$ cat src/rtl/nru_victim_sel.sv
module nru_victim_sel #(
  parameter int WAYS = 4,
  parameter int SETS = 16,
  localparam int WAY_W = (WAYS > 1) ? $clog2(WAYS) : 1,
  localparam int SET_W = (SETS > 1) ? $clog2(SETS) : 1
) (
  input  logic             clk,
  input  logic             rst_n,
  input  logic             touch_en,
  input  logic [SET_W-1:0] touch_set,
  input  logic [WAY_W-1:0] touch_way,
  input  logic [SET_W-1:0] query_set,
  output logic [WAY_W-1:0] victim_way
);

  logic [SETS-1:0][WAYS-1:0] flags_q;
  logic [WAYS-1:0] hit_vec, cleared_vec, next_vec, query_vec;

  assign hit_vec     = flags_q[touch_set];
  assign cleared_vec = hit_vec & ~(WAYS'(1) << touch_way);
  assign next_vec    = (cleared_vec == '0) ? '1 : cleared_vec;

  always_ff @(posedge clk or negedge rst_n) begin
    if (!rst_n)        flags_q <= '1;
    else if (touch_en) flags_q[touch_set] <= next_vec;
  end

  assign query_vec = flags_q[query_set];

  always_comb begin
    victim_way = '0;
    for (int w = WAYS - 1; w >= 0; w--)
      if (query_vec[w]) victim_way = WAY_W'(w);
  end

endmodule

$ cat config.mk
export PLATFORM = sky130hd
export DESIGN_NAME = nru_victim_sel
export DESIGN_NICKNAME = d
export VERILOG_FILES = /design/src/rtl/nru_victim_sel.sv
export SDC_FILE = /design/constraint.sdc
export NUM_CORES = 1
export LEC_CHECK = 0
export BUFFER_PORTS_ARGS = -buffer_cell sky130_fd_sc_hd__buf_2
export CAP_MARGIN = 20
export CORE_ASPECT_RATIO = 0.7
export CORE_UTILIZATION = 25
export CTS_CLUSTER_SIZE = 14
export DETAILED_ROUTE_END_ITERATION = 8
export GPL_ROUTABILITY_DRIVEN = 0
export PLACE_DENSITY = 0.43
export SETUP_SLACK_MARGIN = 0.1
export SYNTH_ARGS = -nofsm -noshare
export SYNTH_HDL_FRONTEND = slang
export SYNTH_SLANG_ARGS = --single-unit
$ cat constraint.sdc
create_clock -name clk -period 2 [get_ports clk]
set_input_delay 0.1 -clock clk [delete_from_list [all_inputs] [get_ports clk]]
set_output_delay 0.1 -clock clk [all_outputs]
set_load 0.01 [all_outputs]
==> flow_metrics.env <==
export IMPL_port_buffers=14
export IMPL_chipHeight_um=104
export IMPL_slew_headroom_pct=63.5
export IMPL_dr_pass1_iters=4
export IMPL_clock_path_buffers=2
export IMPL_cellPowerDensity_mw_per_mm2=1340
export IMPL_synth_distinct_cells=35
export IMPL_areaGrowthSynthToFinish_pct=70.7
export IMPL_clk_latency_ns=0.34
export IMPL_cp_startpoint="flags_q[14]$_DFFE_PN1P_"
export IMPL_yosysSeqAreaShare_pct=44.8
export IMPL_cap_violations=0
export IMPL_grt_pass1_vias=3420
export IMPL_power_switching_mw=3.12
export IMPL_reg_top3="flags_q: 64 flops"
export IMPL_power_internal_mw=5.47
export IMPL_ys_warn_count=0
export IMPL_period_share_pct=122
export IMPL_grt_use_total_pct=17.8
export IMPL_tritoncts="built"
export IMPL_top_register="flags_q"
export IMPL_final_core_util_pct=43.6
export IMPL_detail_route_wl_per_cell_um=20.8
export IMPL_peakVddDrop_mv=0.596
export IMPL_period_needed_ns=2.45
export IMPL_p_seq_share_pct=28.1
export IMPL_post_dp_hpwl_mm=9.46
export IMPL_violations="setup timing"
export IMPL_crit_end="victim_way[0]"
export IMPL_die_w_um=148
export IMPL_pwr_share_comb_pct=53.8
export IMPL_max_clock_freq_mhz=408
export IMPL_start_util_pct=25.6
export IMPL_cts_reportedPaths_clkPinSlew_ns=0.06
export IMPL_run_status="finished with violations"
export IMPL_wirelength_mm=13.8
export IMPL_h_tree_depth=3
export IMPL_grt_remaining_overflow=0
export IMPL_ff2ff_path_depth=9
export IMPL_fin_hold_ws_ns=0.0782
export IMPL_p_leak_nw=2.31
export IMPL_cp_arrival_ns=2.35
export IMPL_routed_via_density=5.19
export IMPL_vias=3425
export IMPL_totalPowerFinal_mw=8.58
export IMPL_grt_pass1_wl_mm=20.2
export IMPL_drtIter0Drc=256
export IMPL_cts_buffers=9
export IMPL_timing_rr_start="flags_q[44]$_DFFE_PN1P_"
export IMPL_critPathKind="reg -> out"
export IMPL_io_pins=15
export IMPL_postRouteAntennaNets=0
export IMPL_clock_skew_ns=0.00853
export IMPL_worst_pin_slew_ns=0.547
export IMPL_antenna_found_initial=0
export IMPL_largest_reg_flops=64
export IMPL_hold_class="in -> async"
export IMPL_pre_cts_slack_ns=-0.409
export IMPL_ys_ff_latch=64
export IMPL_setup_violations=66
export IMPL_netlist_instances=325
export IMPL_rrSetupSlack_ns=-0.21
export IMPL_worst_slack_ns=-0.450
export IMPL_slew_violations=0
export IMPL_required_ns=1.90
export IMPL_std_cell_rows=37
export IMPL_synth_fp_nets=338
export IMPL_cp_end_kind="output port"
export IMPL_grt_start_max_net_pins=25
export IMPL_swShare_pct=36.3
export IMPL_synth_area_mm2=0.00375
export IMPL_clkPwrFrac_pct=18.0
export IMPL_cts_root_buf="clkbuf_16"
export IMPL_post_route_drc_count=0
export IMPL_hold_viol=0
export IMPL_rsz0062_at_grt="yes"
export IMPL_avgSynthCellArea_um2=11.5
export IMPL_final_common_cell="buf_4"
export IMPL_final_layout_size_suffix_gt1_share_pct=73.8
export IMPL_cts_sinks=64
export IMPL_final_nets=473
export IMPL_die_area_mm2=0.0155
export IMPL_critPathLaunchType="register"
export IMPL_core_area_mm2=0.0147
export IMPL_layout_common_cells="buf_4 (98), nor2_1 (79), dfstp_2 (64), a31oi_4 (49), mux4_2 (34)"
export IMPL_r2r_end="flags_q[26]$_DFFE_PN1P_"
export IMPL_path_max_fanout=2
export IMPL_antennaDiodeCount=0
## what timing repair did
action                     4_1_cts  5_1_grt
cloned                           3        0
buffers inserted                 7        3
hold buffers                     0        0
setup endpoints to repair       66       66
pin swaps                       45       15
gates resized for setup         55       73
## metal layers
layer	up-vias	global-route usage (%)	part of all wire (%)
met5	-	0	0
met4	0	5.74	0.86
met3	9	4.65	7.6
met2	98	24.0	44
met1	1770	27.0	47
li1	1548	-	-
## layout make-up
type                       count  area, µm²
clock buffer                  10        229
clock inverter                 6       60.1
fill                        1331       8280
inverter                       3       11.3
multi-input combinational    238       2870
sequential                    64       1680
tap                          195        244
timing repair buffer         144       1300
## cells in the mapped netlist (all sizes together)
cell | n | area share, %
nor3b | 2 | 0.70
clkbuf | 6 | 0.60
o22a | 1 | 0.23
mux2 | 7 | 2.1
nand2 | 7 | 0.70
nand3 | 1 | 0.13
nor3 | 6 | 0.80
nor4 | 1 | 0.33
dfstp | 64 | 45
o21ai | 4 | 0.93
o221ai | 1 | 0.23
nor2b | 1 | 0.17
a31oi | 64 | 11
or3b | 1 | 0.23
o41ai | 1 | 0.23
mux2i | 10 | 3.0
o31ai | 1 | 0.20
inv | 2 | 0.20
o22ai | 4 | 0.67
a2111oi | 1 | 0.23
nor2 | 82 | 8.3
nand2b | 3 | 0.50
a311oi | 1 | 0.23
clkinv | 1 | 0.10
mux4 | 34 | 20
a21oi | 2 | 0.27
nand3b | 2 | 0.40
buf | 14 | 2.4
or2 | 1 | 0.17
## worst min path at each step
stage | to | slack [ns] | start
floorplan | flags_q[0]$_DFFE_PN1P_ | -0.05 | rst_n
global placement | flags_q[5]$_DFFE_PN1P_ | 0.47 | rst_n
detailed placement | flags_q[1]$_DFFE_PN1P_ | 0.47 | rst_n
CTS | flags_q[1]$_DFFE_PN1P_ | 0.1 | rst_n
global route | flags_q[1]$_DFFE_PN1P_ | 0.13 | rst_n
finish | flags_q[1]$_DFFE_PN1P_ | 0.08 | rst_n
## through the flow
step,cell area [µm²],TNS (ns),instances
floorplan,3830,-1.65,325
global placement,4950,-18.68,633
CTS,5770,-8.89,659
global route,6400,-16.42,660
detailed placement,4950,-20.58,633
finish,6400,-10.82,660
## logic make-up after synthesis
logic type      Yosys count  synth area share, %
buf+inv                  23                 3.30
compound gates           80                 13.9
simple gates            107                 12.4
flops                    64                 44.8
mux                      51                 25.5
## critical path: stages (launching register included)
cell     delay, ns
dfstp_2       0.37
buf_4         0.13
mux4_2        0.48
mux4_2        0.54
inv_2         0.07
a21oi_1       0.07
nor2_2        0.19
buf_2         0.17
## power groups by stage
stage | clock network [mW] | registers, mW | logic (mW)
2_1_floorplan | 0 | 2.36 | 1.65
3_3_place_gp | 0 | 2.41 | 2.91
3_5_place_dp | 0 | 2.41 | 2.93
4_1_cts | 1.59 | 2.41 | 3.72
5_1_grt | 1.64 | 2.49 | 4.86
6_report | 1.55 | 2.41 | 4.62
No activity file was read; power rests on OpenSTA's default activity.
